**src/rtl/cio_pkg.sv**
```systemverilog
package cio_pkg;

    localparam int DEF_ACC_W  = 16;
    localparam int DEF_CHAR_W = 8;
    // selector bits are instruction bits 11..6
    localparam int N_CMD      = 6;

    // field order matches ir_sel[5:0] (instruction bits 11..6)
    typedef struct packed {
        logic take_char;   // bit 11
        logic put_char;    // bit 10
        logic skip_in;     // bit 9
        logic skip_out;    // bit 8
        logic int_on;      // bit 7
        logic int_off;     // bit 6
    } io_cmd_t;

    function automatic logic skip_request(input io_cmd_t c,
                                          input logic in_flag,
                                          input logic out_flag);
        return (c.skip_in & in_flag) | (c.skip_out & out_flag);
    endfunction

    function automatic logic irq_request(input logic enable,
                                         input logic in_flag,
                                         input logic out_flag);
        return enable & (in_flag | out_flag);
    endfunction

endpackage

```
**src/rtl/cio_decode.sv**
```systemverilog
module cio_decode
    import cio_pkg::*;
(
    input  logic             dec_d7,
    input  logic             ir_ind,
    input  logic             t3,
    input  logic [N_CMD-1:0] ir_sel,
    output logic             active,
    output io_cmd_t          cmd
);
    logic [N_CMD-1:0] gated;

    assign active = dec_d7 & ir_ind & t3;

    for (genvar g = 0; g < N_CMD; g++) begin : g_gate
        assign gated[g] = active & ir_sel[g];
    end

    assign cmd = io_cmd_t'(gated);
endmodule

```
**src/rtl/cio_in_chan.sv**
```systemverilog
module cio_in_chan #(
    parameter int W = 8
) (
    input  logic         clk,
    input  logic         rst,
    input  logic         dev_valid,
    input  logic [W-1:0] dev_data,
    input  logic         cpu_take,
    output logic         dev_ready,
    output logic [W-1:0] char_q,
    output logic         flag_q
);
    always_ff @(posedge clk) begin
        if (rst) begin
            char_q <= '0;
            flag_q <= 1'b0;
        end else if (dev_valid && !flag_q) begin
            // device load wins over a same-cycle take
            char_q <= dev_data;
            flag_q <= 1'b1;
        end else if (cpu_take) begin
            flag_q <= 1'b0;
        end
    end

    assign dev_ready = ~flag_q;
endmodule

```
**src/rtl/cio_out_chan.sv**
```systemverilog
module cio_out_chan #(
    parameter int W = 8
) (
    input  logic         clk,
    input  logic         rst,
    input  logic         cpu_load,
    input  logic [W-1:0] cpu_data,
    input  logic         dev_ack,
    output logic         dev_valid,
    output logic [W-1:0] char_q,
    output logic         flag_q
);
    always_ff @(posedge clk) begin
        if (rst) begin
            char_q <= '0;
            flag_q <= 1'b1;
        end else if (cpu_load) begin
            // new character wins over a same-cycle acknowledge
            char_q <= cpu_data;
            flag_q <= 1'b0;
        end else if (dev_ack && !flag_q) begin
            flag_q <= 1'b1;
        end
    end

    assign dev_valid = ~flag_q;
endmodule

```
**src/rtl/cio_enable_ff.sv**
```systemverilog
module cio_enable_ff (
    input  logic clk,
    input  logic rst,
    input  logic set_en,
    input  logic clr_en,
    output logic en_q
);
    always_ff @(posedge clk) begin
        if (rst)         en_q <= 1'b0;
        else if (clr_en) en_q <= 1'b0;
        else if (set_en) en_q <= 1'b1;
    end
endmodule

```
**src/rtl/char_io_port.sv**
```systemverilog
module char_io_port
    import cio_pkg::*;
#(
    parameter int ACC_W  = DEF_ACC_W,
    parameter int CHAR_W = DEF_CHAR_W
) (
    input  logic              clk,
    input  logic              rst,
    input  logic              dec_d7,
    input  logic              ir_ind,
    input  logic              t3,
    input  logic [N_CMD-1:0]  ir_sel,
    input  logic [ACC_W-1:0]  acc_in,
    output logic [ACC_W-1:0]  acc_out,
    output logic              acc_we,
    output logic              pc_skip,
    output logic              sc_clear,
    input  logic              kb_valid,
    input  logic [CHAR_W-1:0] kb_data,
    output logic              kb_ready,
    output logic              pr_valid,
    output logic [CHAR_W-1:0] pr_data,
    input  logic              pr_ack,
    output logic              irq
);
    localparam int HI_W = ACC_W - CHAR_W;

    logic              active;
    io_cmd_t           cmd;
    logic [CHAR_W-1:0] in_char;
    logic              in_flag;
    logic              out_flag;
    logic              int_en;

    cio_decode u_dec (
        .dec_d7 (dec_d7),
        .ir_ind (ir_ind),
        .t3     (t3),
        .ir_sel (ir_sel),
        .active (active),
        .cmd    (cmd)
    );

    cio_in_chan #(.W(CHAR_W)) u_in (
        .clk       (clk),
        .rst       (rst),
        .dev_valid (kb_valid),
        .dev_data  (kb_data),
        .cpu_take  (cmd.take_char),
        .dev_ready (kb_ready),
        .char_q    (in_char),
        .flag_q    (in_flag)
    );

    cio_out_chan #(.W(CHAR_W)) u_out (
        .clk       (clk),
        .rst       (rst),
        .cpu_load  (cmd.put_char),
        .cpu_data  (acc_in[CHAR_W-1:0]),
        .dev_ack   (pr_ack),
        .dev_valid (pr_valid),
        .char_q    (pr_data),
        .flag_q    (out_flag)
    );

    cio_enable_ff u_ien (
        .clk    (clk),
        .rst    (rst),
        .set_en (cmd.int_on),
        .clr_en (cmd.int_off),
        .en_q   (int_en)
    );

    if (HI_W > 0) begin : g_merge_hi
        assign acc_out = {acc_in[ACC_W-1:CHAR_W], in_char};
    end else begin : g_merge_eq
        assign acc_out = in_char[ACC_W-1:0];
    end

    assign sc_clear = active;
    assign acc_we   = cmd.take_char;
    assign pc_skip  = skip_request(cmd, in_flag, out_flag);
    assign irq      = irq_request(int_en, in_flag, out_flag);
endmodule

```
**config.mk**
```make
export PLATFORM = sky130hd
export DESIGN_NAME = char_io_port
export DESIGN_NICKNAME = d
export VERILOG_FILES = /design/src/rtl/cio_pkg.sv /design/src/rtl/cio_decode.sv /design/src/rtl/cio_in_chan.sv /design/src/rtl/cio_out_chan.sv /design/src/rtl/cio_enable_ff.sv /design/src/rtl/char_io_port.sv
export SDC_FILE = /design/constraint.sdc
export NUM_CORES = 1
export LEC_CHECK = 0
export BUFFER_PORTS_ARGS = -buffer_cell sky130_fd_sc_hd__buf_2
export CORE_MARGIN = 5
export CORE_UTILIZATION = 37
export CTS_CLUSTER_SIZE = 24
export DETAILED_ROUTE_END_ITERATION = 12
export PLACE_DENSITY = 0.85
export RECOVER_POWER = 25
export SETUP_SLACK_MARGIN = 0.4
export SYNTH_ARGS = -nofsm -noshare
export SYNTH_HDL_FRONTEND = slang
export SYNTH_SLANG_ARGS = --single-unit
```
**constraint.sdc**
```tcl
create_clock -name clk -period 1.2 [get_ports clk]
set_input_delay 0.06 -clock clk [delete_from_list [all_inputs] [get_ports clk]]
set_output_delay 0.06 -clock clk [all_outputs]
set_load 0.02 [all_outputs]
```
==> results.py, run 1 <==
metrics = {
    "logic_synthesis": {
        "synth.ff_latch_count": 19,
        "yosysSeqAreaShare": 0.482,
        "ys_top_cells_by_area": "dfxtp_1 (48%), mux2i_1 (10%), buf_4 (8.6%)",
        "avgSynthCellArea_um2": 8.97,
        "syn_inst": 88,
        "yosysTopAreaCellShare": 0.482,
        "synth_cell_type_count": 21,
        "ys.flop_type": "dfxtp_1",
        "synth.cell_area_um2": 790,
        "yosys_warnings": 0,
        "synth_most_common_cell": "dfxtp_1",
        "ys_async_sr_fraction": 0,
        "synth_edf_count": 0,
        "syn_nets": 125,
        "synth_top_area_cell": "dfxtp_1",
        "synth_common_cells": "dfxtp_1 (19), nand2_1 (16), nor2_1 (10)",
    },
    "worst_setup_path": {
        "crit_arrival_ns": 1.05,
        "startpoint": "u_in.flag_q$_SDFFE_PP0P_",
        "critPathKind": "flop to primary output",
        "crit_fanout": 5,
        "cp.required_ns": 1.14,
        "reg2reg_from": "u_in.flag_q$_SDFFE_PP0P_",
        "cp-start-kind": "flop",
        "worstSetupEndpointType": "primary output",
    },
    "sta": {
        "max_freq_mhz": 900,
        "timing.final.hold_violations": 0,
        "clock_skew_ns": 0.00335,
        "relSlewSlack": 0.768,
        "period_share": 0.926,
        "rsz0062_at_grt": "true",
        "maxSlewViolCount": 0,
        "post-route-min-period_ns": 1.11,
        "whs_ns": 0.00739,
        "finalSetupViolations": 0,
        "max_slew.worst_pin.slew_ns": 0.348,
        "fin_setup_tns_ns": 0,
    },
    "die": {
        "die-area_um2": 3160,
        "core_um2": 2000,
        "start_util": 0.394,
        "fp.dieH_um": 56.2,
        "rows": 16,
        "die_w_um": 56.2,
        "boundaryPins": 67,
    },
    "pwr": {
        "power.total_w": 0.00127,
        "leakage_nw": 0.614,
        "powerDensity_nw_per_um2": 967,
        "ir_drop_mv": 0.736,
    },
    "detailed_routing": {
        "dr.pass1.iters": 4,
        "drt_iter0_drc": 8,
        "via_count": 800,
        "drc": 0,
        "wl_um": 2480,
        "via_per_inst": 4.62,
        "post_drt_wl_per_cell_um": 14.3,
        "antenna_left": 0,
    },
    "place": {
        "portBuffers": 50,
        "dpl_cell_area_um2": 992,
        "dp_hpwl_um": 1560,
        "dpl.cell_count": 153,
        "gp_congestion": 0.725,
    },
    "hold_path": {
        "hold_start": "kb_data[2]",
        "hold_class": "primary input to flop",
    },
    "final_layout": {
        "finalNetCount": 184,
        "insertedDiodeCount": 0,
        "ff_latch_area_um2": 405,
        "final_cell_area_um2": 1320,
        "multi_input_area_um2": 318,
        "fillers": 171,
        "syn_to_final_growth_pct": 66.6,
        "drive_gt1_frac": 0.568,
        "fin_cells": 173,
    },
    "global_routing": {
        "grt_start_max_net_pins": 20,
        "track_usage": 0.159,
        "antenna_found_initial": 0,
        "grt-ovfl-total": 0,
        "grt_pass1_wl_um": 3860,
        "grt_pass1_vias": 807,
    },
    "outcome": {
        "outcome": "complete, no violations",
    },
    "clock_tree": {
        "cts_tree": "done",
        "cts_made_buffers": 3,
        "clock-sinks": 19,
        "worstSkewPairLatency_ns": 0.29,
        "clock_path_buffers": 2,
        "cts_max_level": 1,
        "ctsRootBufferMaster": "clkbuf_4",
        "clk_pin_slew_worst_paths_ns": 0.11,
    },
    "run": {
        "drv_cap": 0,
    },
}
-- cell families after synthesis --
logic type / Yosys count / share of synthesized area
multiplexers: 8 / 0.101
buffers and inverters: 15 / 0.127
AND/OR/NAND/NOR: 32 / 0.179
AO/OA/AOI/OAI: 14 / 0.111
flip-flops: 19 / 0.482
-- routing by layer --
metal	wire, um	vias to the layer above	global-route usage
met3	206	6	0.0696
li1	-	399	-
met4	30	0	0.0441
met2	1430	33	0.324
met1	811	362	0.134
met5	0	-	0
-- placed cells by master, fill, tap and decap left out, types with 3 or more instances in the layout --
cell type      count
nor2_1            10
buf_2             31
dfxtp_2           17
buf_6             19
dlygate4sd3_1     12
a21oi_1            9
buf_4              4
nand2_1           16
mux2i_1            8
clkbuf_4           3
-- sequential cells by signal, indices dropped and copies added, names as in the netlist --
register / count
u_in.flag_q: 1
u_out.flag_q: 1
u_ien.en_q: 1
u_out.char_q: 8
u_in.char_q: 8
-- final timing paths --
kind	end	depth (start not counted)	slack, ns
max	pc_skip	3	0.09
min	u_in.char_q[2]$_SDFFE_PP0P_	3	0.007
max reg2reg	u_in.char_q[6]$_SDFFE_PP0P_	4	0.12
min reg2reg	u_out.char_q[1]$_SDFFE_PP0P_	2	0.47
-- critical path, cell delays in order (launching register included) --
cell,delay [ns]
dfxtp_4,0.38
a22oi_2,0.17
nor2b_2,0.06
buf_2,0.16
-- report_power, final --
group | switching (W) | total [W] | internal (W)
registers | 0.0000222 | 0.000683 | 0.000661
logic | 0.000119 | 0.000268 | 0.000149
clock network | 0.000196 | 0.000320 | 0.000124
-- layout make-up --
| cell class | count | area share |
|---|---|---|
| Clock buffer | 3 | 0.0171 |
| Clock inverter | 1 | 0.00381 |
| Inverter | 2 | 0.00571 |
| Multi-Input combinational cell | 54 | 0.242 |
| Sequential cell | 19 | 0.308 |
| Tap cell | 27 | 0.0257 |
| Timing Repair Buffer | 67 | 0.398 |
-- through the flow --
step	util	worst slack [ns]
finish	0.657	0.0884
detailed placement	0.496	0.173
CTS	0.644	0.0835
global placement	0.496	0.200
floorplan	-	0.249
global route	0.657	0.0277
-- repair_timing --
item,CTS,global route
endpoints found under the hold margin,12,0
hold buffers,12,0
buffers inserted,1,3
setup endpoints to repair,28,29
resized for setup,55,3
Note: power is estimated with default switching activity, not from simulation.
==> inputs of run 2 (changes only) <==
PLACE_DENSITY = 0.78   (was 0.85)
==> results.py, run 2 (synthesis results as in run 1) <==
metrics = {
    "hold_path": {
        "hold_class": "primary input to flop",
    },
    "die": {
        "start_util": 0.394,
        "rows": 16,
        "die-area_um2": 3160,
        "die_w_um": 56.2,
        "fp.dieH_um": 56.2,
        "boundaryPins": 67,
        "core_um2": 2000,
    },
    "clock_tree": {
        "ctsRootBufferMaster": "clkbuf_4",
        "cts_tree": "done",
        "clk_pin_slew_worst_paths_ns": 0.10,
        "cts_max_level": 1,
        "cts_made_buffers": 3,
        "clock_path_buffers": 2,
        "clock-sinks": 19,
        "worstSkewPairLatency_ns": 0.29,
    },
    "final_layout": {
        "insertedDiodeCount": 0,
        "final_common_cell": "buf_2",
        "syn_to_final_growth_pct": 71.0,
        "layout_common_cells": "buf_2 (30), buf_6 (20), nand2_1 (16)",
        "top_regs": "u_in.char_q x8, u_out.char_q x8",
        "drive_gt1_frac": 0.561,
        "finalNetCount": 186,
        "fillers": 158,
    },
    "worst_setup_path": {
        "worstSetupEndpointType": "primary output",
        "crit_chain": "a22oi_2 > nor2b_2 > buf_2",
        "critPathKind": "flop to primary output",
        "crit_arrival_ns": 1.03,
        "worst_path_largest_cell_delay_ns": 0.37,
        "cpMaxStageDelayCell": "dfxtp_4",
        "crit_fanout": 4,
        "cp.required_ns": 1.14,
        "cp-start-kind": "flop",
    },
    "detailed_routing": {
        "drt_iter0_drc": 11,
        "drc": 0,
        "dr.pass1.iters": 3,
        "via_per_inst": 4.63,
        "post_drt_wl_per_cell_um": 13.6,
        "via_count": 811,
        "antenna_left": 0,
        "wl_um": 2370,
    },
    "sta": {
        "timing.final.hold_violations": 0,
        "max_slew.worst_pin.slew_ns": 0.362,
        "finalSetupViolations": 0,
        "fin_setup_tns_ns": 0,
        "rsz0062_at_grt": "true",
        "post-route-min-period_ns": 1.09,
        "max_freq_mhz": 919,
        "period_share": 0.907,
        "clock_skew_ns": 0.000516,
        "relSlewSlack": 0.758,
        "maxSlewViolCount": 0,
        "setup_ws_ns": 0.112,
    },
    "place": {
        "dp_hpwl_um": 1590,
        "place_ws_ns": 0.182,
        "portBuffers": 50,
        "gp_congestion": 0.664,
    },
    "global_routing": {
        "track_usage": 0.155,
        "grt_pass1_wl_um": 3840,
        "grt-ovfl-total": 0,
        "antenna_found_initial": 0,
        "grt_start_max_net_pins": 20,
        "grt_pass1_vias": 874,
    },
    "outcome": {
        "outcome": "complete, no violations",
    },
    "pwr": {
        "leakage_nw": 0.618,
        "ir_drop_mv": 0.856,
        "powerDensity_nw_per_um2": 944,
    },
    "run": {
        "drv_cap": 0,
    },
}
run 2: changes by cell type in the layout (fill, tap and decap cells not counted), sizes merged:
cell / previous run / this run
buf: 54 / 53
dlygate4sd3: 12 / 15
run 2: layer usage:
layer  up-vias  GRT usage  routed length [um]
li1        402          -                   -
met1       361      0.138                 789
met2        38      0.274                1260
met3        10     0.0882                 232
met4         0     0.0847                  94
met5         -          0                   0
run 2: cell type report:
class / instances / area, um2 / area share
multi-input combinational: 54 / 324 / 0.240
sequential: 19 / 405 / 0.300
timing repair buffer: 69 / 552 / 0.409
inverter: 2 / 7.51 / 0.00556
tap: 27 / 33.8 / 0.0250
clock buffer: 3 / 22.5 / 0.0167
clock inverter: 1 / 5.00 / 0.00371
run 2: where the power goes:
part / total [W] / switching, W / internal (W)
Combinational: 0.000282 / 0.000123 / 0.000159
Sequential: 0.000680 / 0.0000210 / 0.000659
Clock: 0.000313 / 0.000189 / 0.000124
run 2: critical path, delay by kind of cell (launching register included):
kind                   cells  cell delay (ns)
AOI/OAI and AO/OA          1             0.15
and+or+nand+nor            1             0.06
DFF                        1             0.37
buffers and inverters      1             0.15
run 2: final timing paths:
kind                                 from                      endpoint  slack [ns]  depth (start not counted)
max             u_out.flag_q$_SDFFE_PP1P_                       pc_skip        0.11                          3
min                            kb_data[3]   u_in.char_q[3]$_SDFFE_PP0P_        0.01                          3
max reg2reg      u_in.flag_q$_SDFFE_PP0P_   u_in.char_q[7]$_SDFFE_PP0P_        0.13                          4
min reg2reg  u_out.char_q[7]$_SDFFE_PP0P_  u_out.char_q[7]$_SDFFE_PP0P_        0.47                          2
run 2: stage by stage:
stage	instances	area [um2]	power, W	util	hold WS [ns]
5_1_grt	175	1350	0.00135	0.674	0.00331
3_5_place_dp	153	992	0.000883	0.496	0.120
2_1_floorplan	88	793	0.000836	-	0.157
4_1_cts	173	1320	0.00128	0.659	0.000882
3_3_place_gp	153	992	0.000875	0.496	0.120
6_report	175	1350	0.00128	0.674	0.00962
run 2: repair_timing:
item,in CTS,in global routing
hold buffers,15,0
endpoints found under the setup margin,28,30
pin swaps,0,1
setup buffers,1,2
resized for setup,56,8
hold endpoints to repair,15,0
==> inputs of run 3 (changes only) <==
CORE_UTILIZATION = 33   (was 37)
PLACE_DENSITY = 0.74   (was 0.78)
clock period = 1 ns   (was 1.2 ns; I/O delays follow)
==> results.py, run 3 (synthesis results as in run 1) <==
metrics = {
    "die": {
        "fp.dieH_um": 58.9,
        "core_um2": 2250,
        "die-area_um2": 3470,
        "boundaryPins": 67,
        "die_w_um": 58.9,
        "rows": 17,
        "start_util": 0.350,
    },
    "detailed_routing": {
        "antenna_left": 0,
        "post_drt_wl_per_cell_um": 13.6,
        "wl_um": 2320,
        "drc": 0,
        "via_per_inst": 4.64,
        "drt_iter0_drc": 9,
        "dr.pass1.iters": 3,
        "via_count": 788,
    },
    "clock_tree": {
        "worstSkewPairLatency_ns": 0.30,
        "clk_pin_slew_worst_paths_ns": 0.12,
        "ctsRootBufferMaster": "clkbuf_4",
        "cts_tree": "done",
        "cts_max_level": 1,
        "cts_made_buffers": 3,
        "clock_path_buffers": 2,
        "clock-sinks": 19,
    },
    "hold_path": {
        "hold_start": "ir_sel[0]",
        "hold_class": "primary input to flop",
    },
    "worst_setup_path": {
        "cp-start-kind": "flop",
        "startpoint": "u_in.flag_q$_SDFFE_PP0P_",
        "r2r_setup_slack_ns": -0.06,
        "critPathKind": "flop to primary output",
        "crit_arrival_ns": 1.09,
        "worstSetupEndpoint": "pc_skip",
        "reg2reg_from": "u_in.flag_q$_SDFFE_PP0P_",
        "r2r_end": "u_in.char_q[3]$_SDFFE_PP0P_",
        "cp.required_ns": 0.95,
        "crit_fanout": 3,
        "worstSetupEndpointType": "primary output",
        "rr_worst_depth": 4,
    },
    "sta": {
        "setup_ws_ns": -0.144,
        "period_share": 1.14,
        "clock_skew_ns": 0.00814,
        "rsz0062_at_grt": "true",
        "max_freq_mhz": 874,
        "whs_ns": -0.0817,
        "post-route-min-period_ns": 1.14,
        "max_slew.worst_pin.slew_ns": 0.431,
        "maxSlewViolCount": 0,
        "timing.final.hold_violations": 14,
        "relSlewSlack": 0.713,
        "finalSetupViolations": 9,
    },
    "global_routing": {
        "antenna_found_initial": 0,
        "grt-ovfl-total": 0,
        "track_usage": 0.132,
        "grt_start_max_net_pins": 20,
        "grt_pass1_vias": 847,
        "grt_pass1_wl_um": 3540,
    },
    "final_layout": {
        "finalNetCount": 180,
        "layout_common_cells": "buf_6 (26), buf_2 (25), nand2_1 (10), buf_4 (10), dfxtp_2 (10)",
        "fin_cells": 170,
        "insertedDiodeCount": 0,
        "drive_gt1_frac": 0.775,
        "final_common_cell": "buf_6",
        "top_regs": "u_in.char_q x8, u_out.char_q x8",
        "syn_to_final_growth_pct": 75.3,
        "fin_util": 0.614,
        "fillers": 203,
    },
    "pwr": {
        "ir_drop_mv": 0.873,
        "powerDensity_nw_per_um2": 1110,
        "leakage_nw": 0.620,
    },
    "place": {
        "dpl.cell_count": 155,
        "dp_hpwl_um": 1580,
        "place_ws_ns": -0.0125,
        "gp_congestion": 0.664,
        "portBuffers": 50,
    },
    "outcome": {
        "outcome": "finished, violations left",
        "violations": "hold timing, setup timing",
    },
    "run": {
        "drv_cap": 0,
    },
}
## run 3: cell types whose count changed in the layout (fill, tap and decap cells not counted), sizes merged
cell,before,now
dlygate4sd3,15,0
buf,53,62
## run 3: layout make-up
| class | instances | area, um2 | share of cell area |
|---|---|---|---|
| sequential | 19 | 427 | 0.308 |
| timing repair buffer | 63 | 512 | 0.370 |
| clock buffer | 3 | 22.5 | 0.0163 |
| inverter | 2 | 7.51 | 0.00542 |
| clock inverter | 1 | 5.00 | 0.00362 |
| multi-input combinational | 54 | 375 | 0.271 |
| tap | 28 | 35.0 | 0.0253 |
## run 3: worst max-delay path, stage by stage, from the launching register on
cell and delay, ns:
dfxtp_2 0.34, buf_6 0.11, a22oi_2 0.15, nor2b_2 0.06, buf_6 0.13
## run 3: power breakdown
| part | internal [W] | switching, W | total (W) |
|---|---|---|---|
| Clock | 0.000149 | 0.000246 | 0.000395 |
| Combinational | 0.000191 | 0.000156 | 0.000347 |
| Sequential | 0.000774 | 0.0000236 | 0.000798 |
| Total | 0.00111 | 0.000426 | 0.00154 |
## run 3: per-stage QoR
step / cell area (um2) / power, W / TNS (ns)
2_1_floorplan: 842 / 0.000992 / 0
3_3_place_gp: 1040 / 0.00104 / 0
6_report: 1380 / 0.00154 / -0.489
4_1_cts: 1290 / 0.00154 / -0.570
3_5_place_dp: 1040 / 0.00105 / -0.0125
5_1_grt: 1380 / 0.00161 / -1.01
## run 3: metal layers
layer	vias to the layer above	track usage	wire, um
met4	0	0.0388	10
met5	-	0	0
met2	32	0.256	1320
met3	2	0.0526	220
li1	388	-	-
met1	366	0.125	773
## run 3: how the worst min path moves through the flow
stage	end	slack [ns]	depth (start not counted)
2_1_floorplan	u_ien.en_q$_SDFFE_PP0P_	0.14	1
3_3_place_gp	acc_out[9]	0.10	0
3_5_place_dp	acc_out[9]	0.10	0
4_1_cts	u_ien.en_q$_SDFFE_PP0P_	-0.11	2
5_1_grt	u_ien.en_q$_SDFFE_PP0P_	-0.08	2
6_report	u_ien.en_q$_SDFFE_PP0P_	-0.08	2
## run 3: repair_timing
item	in CTS	in global routing
resized for setup	61	17
hold endpoints to repair	18	10
setup endpoints to repair	39	39
setup buffers	6	5
pin swaps	8	8
